[src/rtl/i2c_wiper_slave.sv]
module i2c_wiper_slave #(
  parameter int          NUM_WIPERS  = 4,
  parameter int          NV_DEPTH    = 16,
  parameter logic [4:0]  DEV_ID      = 5'b01011,
  parameter logic [3:0]  CMD_RESTORE = 4'h1,
  parameter logic [7:0]  RESET_VAL   = 8'h80
) (
  input  logic                    clk,
  input  logic                    rst_n,
  input  logic                    scl_in,
  input  logic                    sda_in,
  input  logic [1:0]              addr_pins,
  output logic                    sda_oe,
  output logic [NUM_WIPERS*8-1:0] wiper_o
);
  localparam int WI = (NUM_WIPERS > 1) ? $clog2(NUM_WIPERS) : 1;
  localparam int NI = (NV_DEPTH > 1) ? $clog2(NV_DEPTH) : 1;

  typedef enum logic [2:0] {S_IDLE, S_ADDR, S_INSTR, S_DATA, S_READ, S_DONE} state_t;

  logic [1:0] scl_sy, sda_sy;
  logic       scl_q, sda_q;
  state_t     state;
  logic [3:0] cnt;
  logic [7:0] sh, instr, tx;
  logic [WI-1:0] rd_idx;
  logic       mack;
  logic [7:0] wiper [NUM_WIPERS];
  logic [7:0] nv    [NV_DEPTH];

  wire scl_s = scl_sy[1];
  wire sda_s = sda_sy[1];
  wire start_c  = scl_s & scl_q & sda_q & ~sda_s;
  wire stop_c   = scl_s & scl_q & ~sda_q & sda_s;
  wire scl_rise = scl_s & ~scl_q;
  wire scl_fall = ~scl_s & scl_q;

  wire       addr_hit = (sh[7:1] == {DEV_ID, addr_pins});
  wire [4:0] reg_addr = instr[4:0];
  wire [2:0] chan     = instr[2:0];
  wire       wip_ok   = int'(reg_addr) < NUM_WIPERS;
  wire       nv_ok    = int'(reg_addr) < NV_DEPTH;
  wire       chan_ok  = (int'(chan) < NUM_WIPERS) && (int'(chan) < NV_DEPTH);
  wire [WI-1:0] nxt_idx = (int'(rd_idx) == NUM_WIPERS - 1) ? '0 : rd_idx + 1'b1;

  always_ff @(posedge clk or negedge rst_n) begin
    if (!rst_n) begin
      scl_sy <= 2'b11;
      sda_sy <= 2'b11;
      scl_q  <= 1'b1;
      sda_q  <= 1'b1;
    end else begin
      scl_sy <= {scl_sy[0], scl_in};
      sda_sy <= {sda_sy[0], sda_in};
      scl_q  <= scl_s;
      sda_q  <= sda_s;
    end
  end

  always_ff @(posedge clk or negedge rst_n) begin
    if (!rst_n) begin
      state  <= S_IDLE;
      cnt    <= '0;
      sh     <= '0;
      instr  <= '0;
      tx     <= '0;
      rd_idx <= '0;
      mack   <= 1'b0;
      sda_oe <= 1'b0;
      for (int i = 0; i < NUM_WIPERS; i++) wiper[i] <= RESET_VAL;
      for (int i = 0; i < NV_DEPTH; i++)   nv[i]    <= RESET_VAL;
    end else if (start_c) begin
      state  <= S_ADDR;
      cnt    <= '0;
      sda_oe <= 1'b0;
    end else if (stop_c) begin
      state  <= S_IDLE;
      cnt    <= '0;
      sda_oe <= 1'b0;
    end else if (state != S_IDLE) begin
      if (scl_rise) begin
        if (cnt < 4'd8) begin
          sh  <= {sh[6:0], sda_s};
          cnt <= cnt + 4'd1;
        end else if (cnt == 4'd8) begin
          cnt  <= 4'd9;
          mack <= ~sda_s;
        end
      end else if (scl_fall) begin
        if (cnt == 4'd8) begin
          case (state)
            S_READ:  sda_oe <= 1'b0;
            S_ADDR:  if (addr_hit) sda_oe <= 1'b1; else state <= S_DONE;
            S_INSTR: begin sda_oe <= 1'b1; instr <= sh; end
            S_DATA: begin
              sda_oe <= 1'b1;
              if (!instr[7]) begin
                if (instr[5]) begin
                  if (nv_ok) nv[reg_addr[NI-1:0]] <= sh;
                end else if (wip_ok) begin
                  wiper[reg_addr[WI-1:0]] <= sh;
                end
              end else if (instr[6:3] == CMD_RESTORE && chan_ok) begin
                wiper[chan[WI-1:0]] <= nv[NI'(chan)];
              end
            end
            default: ;
          endcase
        end else if (cnt == 4'd9) begin
          cnt    <= '0;
          sda_oe <= 1'b0;
          case (state)
            S_ADDR:
              if (sh[0]) begin
                state  <= S_READ;
                rd_idx <= '0;
                tx     <= wiper[0];
                sda_oe <= ~wiper[0][7];
              end else begin
                state <= S_INSTR;
              end
            S_INSTR: state <= S_DATA;
            S_DATA:  state <= S_DONE;
            S_READ:
              if (mack) begin
                rd_idx <= nxt_idx;
                tx     <= wiper[nxt_idx];
                sda_oe <= ~wiper[nxt_idx][7];
              end else begin
                state <= S_DONE;
              end
            default: ;
          endcase
        end else if (cnt != 4'd0 && state == S_READ) begin
          tx     <= {tx[6:0], 1'b0};
          sda_oe <= ~tx[6];
        end
      end
    end
  end

  for (genvar g = 0; g < NUM_WIPERS; g++) begin : g_out
    assign wiper_o[g*8 +: 8] = wiper[g];
  end

  a_r11_oe_steady_scl_high: assert property (@(posedge clk) disable iff (!rst_n)
    (scl_s && scl_q && !start_c && !stop_c) |=> $stable(sda_oe));

  a_r9_drive_starts_scl_low: assert property (@(posedge clk) disable iff (!rst_n)
    $rose(sda_oe) |-> !scl_s);

  a_r10_stop_releases: assert property (@(posedge clk) disable iff (!rst_n)
    stop_c |=> (!sda_oe && state == S_IDLE));

  a_r2_quiet_when_unselected: assert property (@(posedge clk) disable iff (!rst_n)
    (state == S_IDLE || state == S_DONE) |-> !sda_oe);

  a_r3_wiper_moves_on_fall: assert property (@(posedge clk) disable iff (!rst_n)
    !scl_fall |=> $stable(wiper_o));
endmodule

[config.mk]
export PLATFORM = sky130hd
export DESIGN_NAME = i2c_wiper_slave
export DESIGN_NICKNAME = d
export VERILOG_FILES = /design/src/rtl/i2c_wiper_slave.sv
export SDC_FILE = /design/constraint.sdc
export NUM_CORES = 1
export LEC_CHECK = 0
export BUFFER_PORTS_ARGS = -buffer_cell sky130_fd_sc_hd__buf_2
export CAP_MARGIN = 10
export CORE_MARGIN = 8
export CORE_UTILIZATION = 45
export CTS_BUF_LIST = sky130_fd_sc_hd__clkbuf_16
export DETAILED_ROUTE_END_ITERATION = 12
export HOLD_SLACK_MARGIN = 0.08
export PLACE_DENSITY = 0.68
export SLEW_MARGIN = 20
export SYNTH_ARGS = -nofsm -noshare
export SYNTH_HDL_FRONTEND = slang
export SYNTH_SLANG_ARGS = --single-unit
[constraint.sdc]
create_clock -name clk -period 2.3 [get_ports clk]
set_input_delay 0.23 -clock clk [delete_from_list [all_inputs] [get_ports clk]]
set_output_delay 0.23 -clock clk [all_outputs]
set_load 0.005 [all_outputs]
==> impl_metrics.json <==
{
  "hold_viol": 0,
  "dpl.cell_count": 757,
  "wire_per_inst_um": 19.14,
  "core_area_um2": 14530,
  "finalSetupViolCount": 0,
  "max_freq_ghz": 0.4537,
  "cp_max_fo": 3,
  "grt_pass1_wl_mm": 25.25,
  "netlist_instances": 533,
  "layout.nets": 611,
  "drive_above_1_share_pct": 43.77,
  "status": "complete, no violations",
  "dp_slack_ns": -0.04222,
  "die_x_um": 137.9,
  "path_cells": "nand4b_1, or4_1, o311ai_0, mux2i_1, o211ai_1",
  "irDropWorstVdd_uv": 529.8,
  "tns_ns": 0,
  "drt_iter0_drc": 307,
  "numPortBuffers": 38,
  "area_growth_pct": 18.57,
  "wl_mm": 15.20,
  "n_antenna_cell": 0,
  "skew_ns": 0.009014,
  "drv_slew": 0,
  "initial_utilization_pct": 45.98,
  "synth_edf_count": 0,
  "r2r_slack_ns": 0.1,
  "grt_max_degree": 62,
  "cts_made_buffers": 17,
  "synth_seq_cells": 136,
  "top_layer": "met4",
  "max_cap_viol_count": 0,
  "cts_max_level": 4,
  "tightest_slew_ns": 0.6712,
  "cts_root_buffer": "clkbuf_16",
  "fin_crit_ns": 2.204,
  "drc": 0,
  "grtUsageTotal_pct": 17.28,
  "p_total_mw": 5.097,
  "antenna_found_initial": 0,
  "synth-seq-area-share_pct": 51.26,
  "reg2reg_from": "sh[7]",
  "vias": 4565,
  "dp_hpwl_mm": 10.69,
  "row_count": 44,
  "antenna_left": 0,
  "clkTransAtPathRegs_ns": 0.06,
  "drt-vias-per-instance": 5.749,
  "rsz0062_at_grt": "true",
  "route.layer.met1.wl_mm": 6.693,
  "post-route-period-util_pct": 95.82,
  "endpoint_kind": "register",
  "hold_class": "primary input to asynchronous set/reset pin",
  "firstDrtPassIters": 5,
  "route.met2.wl_mm": 7.455,
  "timing.final.ws_setup_ns": 0.09603,
  "cts.sinks": 136,
  "reg2regPathDepth": 5,
  "place_congestion": 0.8925,
  "insertion_delay_ns": 0.42,
  "synth_fp_nets": 547,
  "placed_cell_area_um2": 7333,
  "synth_area_per_cell_um2": 12.54,
  "critPathSlowestCell": "or4_1",
  "start_kind": "register",
  "p_leak_nw": 3.726,
  "synthDistinctLibCells": 54,
  "layout_commonest_cell": "dfrtp_1",
  "post-route-util_pct": 54.52,
  "grt_pass1_vias": 4785,
  "ys.flop_type": "dfrtp_1",
  "path_class": "register to register",
  "layout_common_cells": "dfrtp_1 (118), mux2_2 (112), buf_2 (37), buf_4 (35), o21ai_0 (28)",
  "die_h_um": 137.9,
  "dr_wl_met3_um": 812,
  "clockBufferDepth": 2,
  "arrival_ns": 2.50,
  "synthesis.area_um2": 6683,
  "grt.overflow.total": 0,
  "cts_tree": "built",
  "num_io_pins": 39,
  "rr_endpoint": "sda_oe",
  "async_flop_share_pct": 100.0,
  "critical_path_required_ns": 2.59,
  "yosys_warnings": 0,
  "slew_headroom_pct": 54.62,
  "final_area_um2": 7924,
  "layoutNonFillerInstCount": 794,
  "holdWs_ns": 0.3141,
  "power.density_nw_per_um2": 643.2,
  "fill_cells": 1200,
  "cpPeakStageDelay_ns": 0.62,
  "dieArea_um2": 19010
}
state kept, by name, indices dropped and copies added (netlist names), 3 cells and up:
register / cells
nv: 64
wiper_o: 32
instr: 8
sh: 8
tx: 7
cnt: 4
state: 3
area by class of cell:
type / count / area, µm² / area share [%]
clock buffers: 17 / 425.4 / 5.369
multi-input cells: 350 / 3065 / 38.69
inverters: 9 / 33.78 / 0.4263
repair buffers: 83 / 629.4 / 7.943
flip-flops and latches: 136 / 3426 / 43.23
well taps: 184 / 230.2 / 2.905
clock inverters: 15 / 113.9 / 1.437
how the worst max path moves through the flow:
| stage | startpoint | endpoint | slack [ns] | cells past startpoint |
|---|---|---|---|---|
| final | sh[7] | sda_oe | 0.1 | 5 |
| after global routing | cnt[0] | nv[110] | -0.005 | 7 |
| after floorplan | scl_q | wiper_o[16] | 0.02 | 7 |
| after detailed placement | cnt[0] | tx[6] | -0.04 | 7 |
| after CTS | cnt[3] | nv[124] | 0.03 | 5 |
| after global placement | scl_q | nv[126] | 0.09 | 6 |
per-layer routing:
metal | track usage, % | up-vias
li1 | - | 2088
met1 | 21.35 | 2325
met2 | 28.21 | 127
met3 | 5.181 | 25
met4 | 6.030 | 0
met5 | 0 | -
cell usage after synthesis, types with 2 or more instances:
cell type  instances  area share (%)
dfrtp_1          118              44
mux2_2           112              19
clkbuf_1          29             1.6
o21ai_0           28             2.1
nor2_1            25             1.4
nand2_1           23             1.3
dfstp_2           18             7.1
a21oi_1           17             1.3
mux2i_1           17             2.5
mux4_2            16             5.4
nor3_1            10            0.75
and3_1             9            0.84
inv_1              9            0.51
buf_2              8            0.60
ha_1               8             1.5
a31oi_1            7            0.66
a211oi_1           5            0.56
a22oi_1            5            0.56
nand3_1            5            0.37
nand3b_1           5            0.56
nor2b_1            5            0.47
nand3_2            4            0.60
xor2_1             4            0.52
nand2b_1           3            0.28
nor4_1             3            0.28
o22ai_1            3            0.28
and2_1             2            0.19
and3b_1            2            0.26
nand2_2            2            0.19
nand4_1            2            0.19
nand4b_1           2            0.26
nor3b_1            2            0.22
nor4b_1            2            0.26
o211ai_1           2            0.22
or2_2              2            0.19
cells by family after synthesis:
kind of cell,count (synthesis),share of synthesized area [%]
DFF,136,51.26
muxes,145,26.81
adders and majority gates,8,1.498
xor gates and xnor gates,4,0.5242
AOI/OAI and AO/OA,80,7.602
and+or+nand+nor,113,9.343
buffers and inverters,47,2.958
worst max-delay path, delay by kind of cell, from the launching register on:
| family | cells | cell delay, ns |
|---|---|---|
| simple gates | 2 | 0.79 |
| compound gates | 2 | 0.66 |
| flops | 1 | 0.37 |
| mux | 1 | 0.25 |
power breakdown:
group          internal [mW]  switching, mW
registers               2.42         0.0130
clock network           1.46           1.01
logic                 0.0613          0.136
total                   3.94           1.16
what timing repair did:
action	CTS	global route
hold buffers	3	0
pin swaps	1	1
gates resized for setup	0	2
buffers inserted	1	1
endpoints found under the setup margin	7	56
endpoints found under the hold margin	46	0
gates cloned	0	0
No activity file was read; power rests on OpenSTA's default activity.
